File: src/rtl/lfc_pkg.sv
package lfc_pkg;
  localparam int unsigned LINE_OFF_W = 4;

  typedef enum logic [1:0] {
    ST_IDLE  = 2'd0,
    ST_REQ   = 2'd1,
    ST_WAIT  = 2'd2,
    ST_WRITE = 2'd3
  } fill_state_e;
endpackage

File: src/rtl/lfc_size_reg.sv
module lfc_size_reg #(
  parameter int unsigned SIZE_W  = 2,
  parameter int unsigned MAX_LOG = 2
) (
  input  logic              clk,
  input  logic              rst_n,
  input  logic              idle_i,
  input  logic              upd_i,
  input  logic [SIZE_W-1:0] code_i,
  output logic [SIZE_W-1:0] size_o
);
  logic [SIZE_W-1:0] size_q;
  logic [SIZE_W-1:0] size_d;
  logic              legal;
  logic              size_en;

  always_comb begin
    legal   = ({1'b0, code_i} <= (SIZE_W+1)'(MAX_LOG));
    size_en = upd_i & idle_i & legal;
    size_d  = size_en ? code_i : size_q;
  end

  always_ff @(posedge clk or negedge rst_n) begin
    if (!rst_n) begin
      size_q <= '0;
    end else if (size_en) begin
      size_q <= size_d;
    end
  end

  assign size_o = size_q;
endmodule

File: src/rtl/lfc_addr_seq.sv
module lfc_addr_seq #(
  parameter int unsigned ADDR_W  = 32,
  parameter int unsigned SIZE_W  = 2,
  parameter int unsigned MAX_LOG = 2
) (
  input  logic                                   clk,
  input  logic                                   rst_n,
  input  logic                                   load_i,
  input  logic                                   step_i,
  input  logic [ADDR_W-1:0]                      miss_addr_i,
  input  logic [SIZE_W-1:0]                      size_i,
  output logic [ADDR_W-lfc_pkg::LINE_OFF_W-1:0]  line_o,
  output logic                                   last_o,
  output logic                                   crit_o
);
  localparam int unsigned LA_W  = ADDR_W - lfc_pkg::LINE_OFF_W;
  localparam int unsigned CNT_W = (MAX_LOG > 0) ? MAX_LOG : 1;

  logic [LA_W-1:0]  base_q, base_d;
  logic [CNT_W-1:0] cnt_q, cnt_d;
  logic [CNT_W-1:0] last_q, last_d;
  logic [CNT_W-1:0] crit_q, crit_d;
  logic [CNT_W-1:0] span_mask;
  logic [LA_W-1:0]  miss_line;

  assign miss_line = miss_addr_i[ADDR_W-1:lfc_pkg::LINE_OFF_W];

  // Mask of line-number bits covered by the logical line.
  generate
    for (genvar gi = 0; gi < CNT_W; gi++) begin : g_mask
      assign span_mask[gi] = ({1'b0, size_i} > (SIZE_W+1)'(gi));
    end
  endgenerate

  always_comb begin
    base_d = base_q;
    cnt_d  = cnt_q;
    last_d = last_q;
    crit_d = crit_q;
    if (load_i) begin
      base_d = miss_line & ~{{(LA_W-CNT_W){1'b0}}, span_mask};
      cnt_d  = '0;
      last_d = span_mask;
      crit_d = miss_line[CNT_W-1:0] & span_mask;
    end else if (step_i) begin
      cnt_d  = cnt_q + 1'b1;
    end
  end

  always_ff @(posedge clk or negedge rst_n) begin
    if (!rst_n) begin
      base_q <= '0;
      cnt_q  <= '0;
      last_q <= '0;
      crit_q <= '0;
    end else if (load_i | step_i) begin
      base_q <= base_d;
      cnt_q  <= cnt_d;
      last_q <= last_d;
      crit_q <= crit_d;
    end
  end

  // Base is aligned, so the offset merges by OR with no carry chain.
  assign line_o = base_q | {{(LA_W-CNT_W){1'b0}}, cnt_q};
  assign last_o = (cnt_q == last_q);
  assign crit_o = (cnt_q == crit_q);
endmodule

File: src/rtl/lfc_fsm.sv
module lfc_fsm (
  input  logic                clk,
  input  logic                rst_n,
  input  logic                miss_valid_i,
  input  logic                last_i,
  input  logic                req_ready_i,
  input  logic                rsp_valid_i,
  output lfc_pkg::fill_state_e state_o,
  output logic                load_o,
  output logic                step_o,
  output logic                cap_o
);
  import lfc_pkg::*;

  fill_state_e state_q, state_d;

  always_comb begin
    state_d = state_q;
    load_o  = 1'b0;
    step_o  = 1'b0;
    cap_o   = 1'b0;
    unique case (state_q)
      ST_IDLE: begin
        if (miss_valid_i) begin
          load_o  = 1'b1;
          state_d = ST_REQ;
        end
      end
      ST_REQ: begin
        if (req_ready_i) state_d = ST_WAIT;
      end
      ST_WAIT: begin
        if (rsp_valid_i) begin
          cap_o   = 1'b1;
          state_d = ST_WRITE;
        end
      end
      ST_WRITE: begin
        if (last_i) begin
          state_d = ST_IDLE;
        end else begin
          step_o  = 1'b1;
          state_d = ST_REQ;
        end
      end
      default: state_d = ST_IDLE;
    endcase
  end

  always_ff @(posedge clk or negedge rst_n) begin
    if (!rst_n) begin
      state_q <= ST_IDLE;
    end else begin
      state_q <= state_d;
    end
  end

  assign state_o = state_q;
endmodule

File: src/rtl/lfc_fill_ctrl.sv
module lfc_fill_ctrl #(
  parameter int unsigned ADDR_W  = 32,
  parameter int unsigned DATA_W  = 128,
  parameter int unsigned IDX_W   = 6,
  parameter int unsigned BANK_W  = 2,
  parameter int unsigned SIZE_W  = 2,
  parameter int unsigned MAX_LOG = 2
) (
  input  logic                                          clk,
  input  logic                                          rst_n,
  input  logic                                          cfg_wr_i,
  input  logic [SIZE_W-1:0]                             cfg_size_i,
  output logic [SIZE_W-1:0]                             cur_size_o,
  input  logic                                          miss_valid_i,
  input  logic [ADDR_W-1:0]                             miss_addr_i,
  output logic                                          miss_ready_o,
  output logic                                          mem_req_valid_o,
  input  logic                                          mem_req_ready_i,
  output logic [ADDR_W-1:0]                             mem_req_addr_o,
  output logic [BANK_W-1:0]                             mem_req_bank_o,
  input  logic                                          mem_rsp_valid_i,
  input  logic [DATA_W-1:0]                             mem_rsp_data_i,
  output logic                                          cache_we_o,
  output logic [IDX_W-1:0]                              cache_index_o,
  output logic [ADDR_W-lfc_pkg::LINE_OFF_W-IDX_W-1:0]   cache_tag_o,
  output logic [DATA_W-1:0]                             cache_data_o,
  output logic                                          cache_valid_o,
  output logic                                          word_avail_o,
  output logic                                          done_o
);
  import lfc_pkg::*;

  localparam int unsigned LA_W = ADDR_W - LINE_OFF_W;

  fill_state_e       state;
  logic              load, step, cap;
  logic              last, crit;
  logic              idle;
  logic [LA_W-1:0]   line;
  logic [DATA_W-1:0] data_q;
  logic [SIZE_W-1:0] size;

  assign idle = (state == ST_IDLE);

  lfc_size_reg #(
    .SIZE_W  (SIZE_W),
    .MAX_LOG (MAX_LOG)
  ) u_size (
    .clk    (clk),
    .rst_n  (rst_n),
    .idle_i (idle & ~miss_valid_i),
    .upd_i  (cfg_wr_i),
    .code_i (cfg_size_i),
    .size_o (size)
  );

  lfc_fsm u_fsm (
    .clk          (clk),
    .rst_n        (rst_n),
    .miss_valid_i (miss_valid_i),
    .last_i       (last),
    .req_ready_i  (mem_req_ready_i),
    .rsp_valid_i  (mem_rsp_valid_i),
    .state_o      (state),
    .load_o       (load),
    .step_o       (step),
    .cap_o        (cap)
  );

  lfc_addr_seq #(
    .ADDR_W  (ADDR_W),
    .SIZE_W  (SIZE_W),
    .MAX_LOG (MAX_LOG)
  ) u_seq (
    .clk         (clk),
    .rst_n       (rst_n),
    .load_i      (load),
    .step_i      (step),
    .miss_addr_i (miss_addr_i),
    .size_i      (size),
    .line_o      (line),
    .last_o      (last),
    .crit_o      (crit)
  );

  always_ff @(posedge clk or negedge rst_n) begin
    if (!rst_n) begin
      data_q <= '0;
    end else if (cap) begin
      data_q <= mem_rsp_data_i;
    end
  end

  assign cur_size_o      = size;
  assign miss_ready_o    = idle;
  assign mem_req_valid_o = (state == ST_REQ);
  assign mem_req_addr_o  = {line, {LINE_OFF_W{1'b0}}};
  assign mem_req_bank_o  = line[BANK_W-1:0];
  assign cache_we_o      = (state == ST_WRITE);
  assign cache_index_o   = line[IDX_W-1:0];
  assign cache_tag_o     = line[LA_W-1:IDX_W];
  assign cache_data_o    = data_q;
  assign cache_valid_o   = cache_we_o;
  assign word_avail_o    = cache_we_o & crit;
  assign done_o          = cache_we_o & last;
endmodule

File: config.mk
export PLATFORM = sky130hd
export DESIGN_NAME = lfc_fill_ctrl
export DESIGN_NICKNAME = d
export VERILOG_FILES = /design/src/rtl/lfc_pkg.sv /design/src/rtl/lfc_size_reg.sv /design/src/rtl/lfc_addr_seq.sv /design/src/rtl/lfc_fsm.sv /design/src/rtl/lfc_fill_ctrl.sv
export SDC_FILE = /design/constraint.sdc
export NUM_CORES = 1
export LEC_CHECK = 0
export BUFFER_PORTS_ARGS = -buffer_cell sky130_fd_sc_hd__buf_2
export CAP_MARGIN = 20
export CELL_PAD_IN_SITES_DETAIL_PLACEMENT = 0
export CELL_PAD_IN_SITES_GLOBAL_PLACEMENT = 1
export CORE_MARGIN = 2
export CORE_UTILIZATION = 31
export CTS_CLUSTER_DIAMETER = 150
export DETAILED_ROUTE_END_ITERATION = 10
export PLACE_DENSITY = 0.8
export SETUP_SLACK_MARGIN = 0.05
export SLEW_MARGIN = 25
export SYNTH_ARGS = -nofsm -noshare
export SYNTH_HDL_FRONTEND = slang
export SYNTH_SLANG_ARGS = --single-unit
File: constraint.sdc
create_clock -name clk -period 1.5 [get_ports clk]
set_input_delay 0.075 -clock clk [delete_from_list [all_inputs] [get_ports clk]]
set_output_delay 0.075 -clock clk [all_outputs]
set_load 0.01 [all_outputs]
==> results.cfg <==
[grt]
grt.met1_usage_pct = 18.3
gr-usage-met3_pct = 4.17
first_global_vias = 5811
use_met2_pct = 27.6
grt_overflow = 0
grt_pass1_wl_um = 29900
grt_max_degree = 53
grt_antenna_before_repair = 0
grt_busiest_layer = met2
grtUsageTotal_pct = 15.6

[setup_path]
critPathArrivalTime_ps = 1860
worstPathMaxFanout = 17
worstPathCellList = buf_6 -> ha_4 -> nand2_4 -> buf_12 -> buf_12 -> mux2_2
worst_path_most_repeated_cell = buf_12
start_kind = flip-flop
critical_path_class = reg2reg
end_kind = flip-flop
crit_required_ps = 1800
slowest_delay_ps = 390
cpMaxStageDelayCell = dfrtp_1

[floorplan]
rows = 54
dieArea_um2 = 23600
core_um2 = 21900
boundaryPins = 366
die_w_um = 154
initial_core_util_pct = 31.8
dieHeight_um = 154

[pwr]
power_w = 0.0227
max-vdd-ir-drop_mv = 0.919
power_density_nw_per_um2 = 1980
total_leakage_power_nw = 5.83

[detailed_routing]
drt_iter0_drc = 224
num_vias = 5285
ant_nets = 0
wl_per_cell_um = 15.3
dr.pass1.iters = 4
routed_wl_um = 19100
via_per_inst = 4.24
route.detailed.drc = 0

[timing]
setup_violations = 98
fin_crit_ps = 1560
grt_setup_unrepaired = true
clock_skew_ps = 11.9
hold_viol = 0
timing.hold.ws_ps = 36.7
maxSlewViolCount = 0
layout_setup_ws_ps = -60.1
fin_crit_sh_pct = 104
fmax_mhz = 641

[final_layout]
areaGrowthSynthToFinish_pct = 65.0
final_common_cell = buf_2
diodes = 0
num-nets-final = 1125
final_layout_size_suffix_gt1_share_pct = 62.5
layout_common_cells = 354 x buf_2, 164 x dfrtp_1, 158 x dlygate4sd3_1

[clock_network]
numCtsBuffers = 17
h-tree-depth = 4
cts_root_buf = clkbuf_16
clk_latency_ps = 420
clkTransAtPathRegs_ps = 70
cts_tree = built
cts.sinks = 166
cts_max_path_buffers = 2

[synthesis]
synth_compound_area_share_pct = 1.08
synth_top_family_by_area = multiplexers
synth_cell_types = 29
ys_seq_area_share_pct = 59.8
syn_avg_cell_area_um2 = 15.2
synth_adder_area_share_pct = 0.900
muxShareOfSynthArea_pct = 26.0
syn_inst = 456
ys_warn_count = 0
synth_top_cell_area_share_pct = 59.8
synth_area_leaders = dfrtp_1 60%, mux2_2 23%, buf_4 6.7%, buf_6 2.4%, mux2_4 2.4%
synth_simple_gate_area_share_pct = 2.20
synth_area_leader_cell = dfrtp_1
ys_ff_latch = 166
synth_area_um2 = 6950
synth_xor_area_share_pct = 0.504

[placement]
dpl.hpwl_um = 12000
gp_congestion = 0.769
portBuffers = 357

[status]
status = finished, violations left
failed_checks = negative setup slack

[min_path]
hold_class = in2reg

[flow_run]
max-cap-violations = 0
==> metal layers <==
| metal | wire length [um] | share of wire, % | vias up |
|---|---|---|---|
| met5 | 0 | 0 | - |
| li1 | - | - | 2487 |
| met2 | 9760 | 51 | 206 |
| met4 | 378 | 2.0 | 0 |
| met1 | 7800 | 41 | 2562 |
| met3 | 1150 | 6.0 | 30 |
==> cells in the mapped netlist <==
library cell / count
mux2_2: 145
nand2_1: 9
inv_1: 4
a21oi_1: 1
xor2_1: 2
nand2b_1: 2
a211o_1: 1
a22o_1: 1
nor4bb_1: 1
o41a_1: 1
mux2i_1: 1
a41oi_1: 1
nor2_1: 6
conb_1: 1
mux2_4: 11
buf_4: 62
buf_6: 15
nor3_1: 2
and3_1: 1
ha_1: 5
or2_2: 2
xnor2_1: 2
and4bb_2: 1
a21boi_0: 1
o21ai_0: 5
dfrtp_1: 166
buf_2: 2
nor2b_1: 4
nor3b_1: 1
==> report_power, final <==
group | internal, W | switching [W]
clock network | 0.00221 | 0.00204
logic | 0.00591 | 0.00448
registers | 0.00677 | 0.00131
==> kinds of logic after synthesis <==
group,after synthesis
AOI/OAI and AO/OA,11
xor gates and xnor gates,4
adders and majority gates,5
buffers and inverters,83
DFF,166
muxes,157
other,1
and+or+nand+nor,29
==> registers in the layout, summed over array words and instances (netlist names) <==
register       cells
u_size.size_o      2
u_seq.base_q      28
cache_data_o     128
u_seq.crit_q       2
u_fsm.state_o      2
u_seq.cnt_q        2
u_seq.last_q       2
==> through the flow <==
stage | TNS (ps) | cells | setup WS, ps | util (%) | cell area, um^2
after floorplan | 0 | 459 | 49.7 | - | 7000
after global placement | -1.17 | 1044 | -1.17 | 40.3 | 8830
after detailed placement | -47.1 | 1044 | -6.59 | 40.3 | 8830
after CTS | -3700 | 1243 | -59.2 | 51.6 | 11300
after global routing | -9680 | 1245 | -108 | 52.4 | 11500
final | -2680 | 1245 | -60.1 | 52.4 | 11500
==> worst max-delay path, delay by kind of cell, from the launching register on <==
| kind | cells | cell delay, ps |
|---|---|---|
| mux | 1 | 350 |
| buf+inv | 3 | 450 |
| fa+ha+maj | 1 | 160 |
| simple gates | 1 | 90 |
| flops | 1 | 390 |
==> repair_timing <==
action                                 CTS  global route
gates cloned                             2             2
hold buffers                           158             0
setup endpoints to repair              157           171
resized for setup                       61            33
setup buffers                            7             0
endpoints found under the hold margin  326             0
pin swaps                                3             0
==> worst paths after layout <==
path	slack, ps	from	cells after the start	to
max in group asynchronous	740	rst_n	3	cache_data_o[75]$_DFFE_PN0P_
setup reg to reg	-60	u_fsm.state_o[1]$_DFFE_PN0P_	6	cache_data_o[90]$_DFFE_PN0P_
setup / recovery	-60	u_fsm.state_o[1]$_DFFE_PN0P_	6	cache_data_o[90]$_DFFE_PN0P_
hold / removal	40	cfg_wr_i	3	u_size.size_o[0]$_DFFE_PN0P_
hold reg to reg	490	u_seq.base_q[1]$_DFFE_PN0P_	2	u_seq.base_q[1]$_DFFE_PN0P_
min in group asynchronous	140	rst_n	2	cache_data_o[52]$_DFFE_PN0P_
==> cell type report <==
class                           instances  area (um^2)
Timing Repair Buffer                  553         3880
Sequential cell                       166         4160
Tap cell                              280          350
Fill cell                            1804        10400
Multi-Input combinational cell        210         2500
Inverter                                4         17.5
Clock inverter                         14          134
Clock buffer                           18          429
Note: power is estimated with default switching activity, not from simulation.
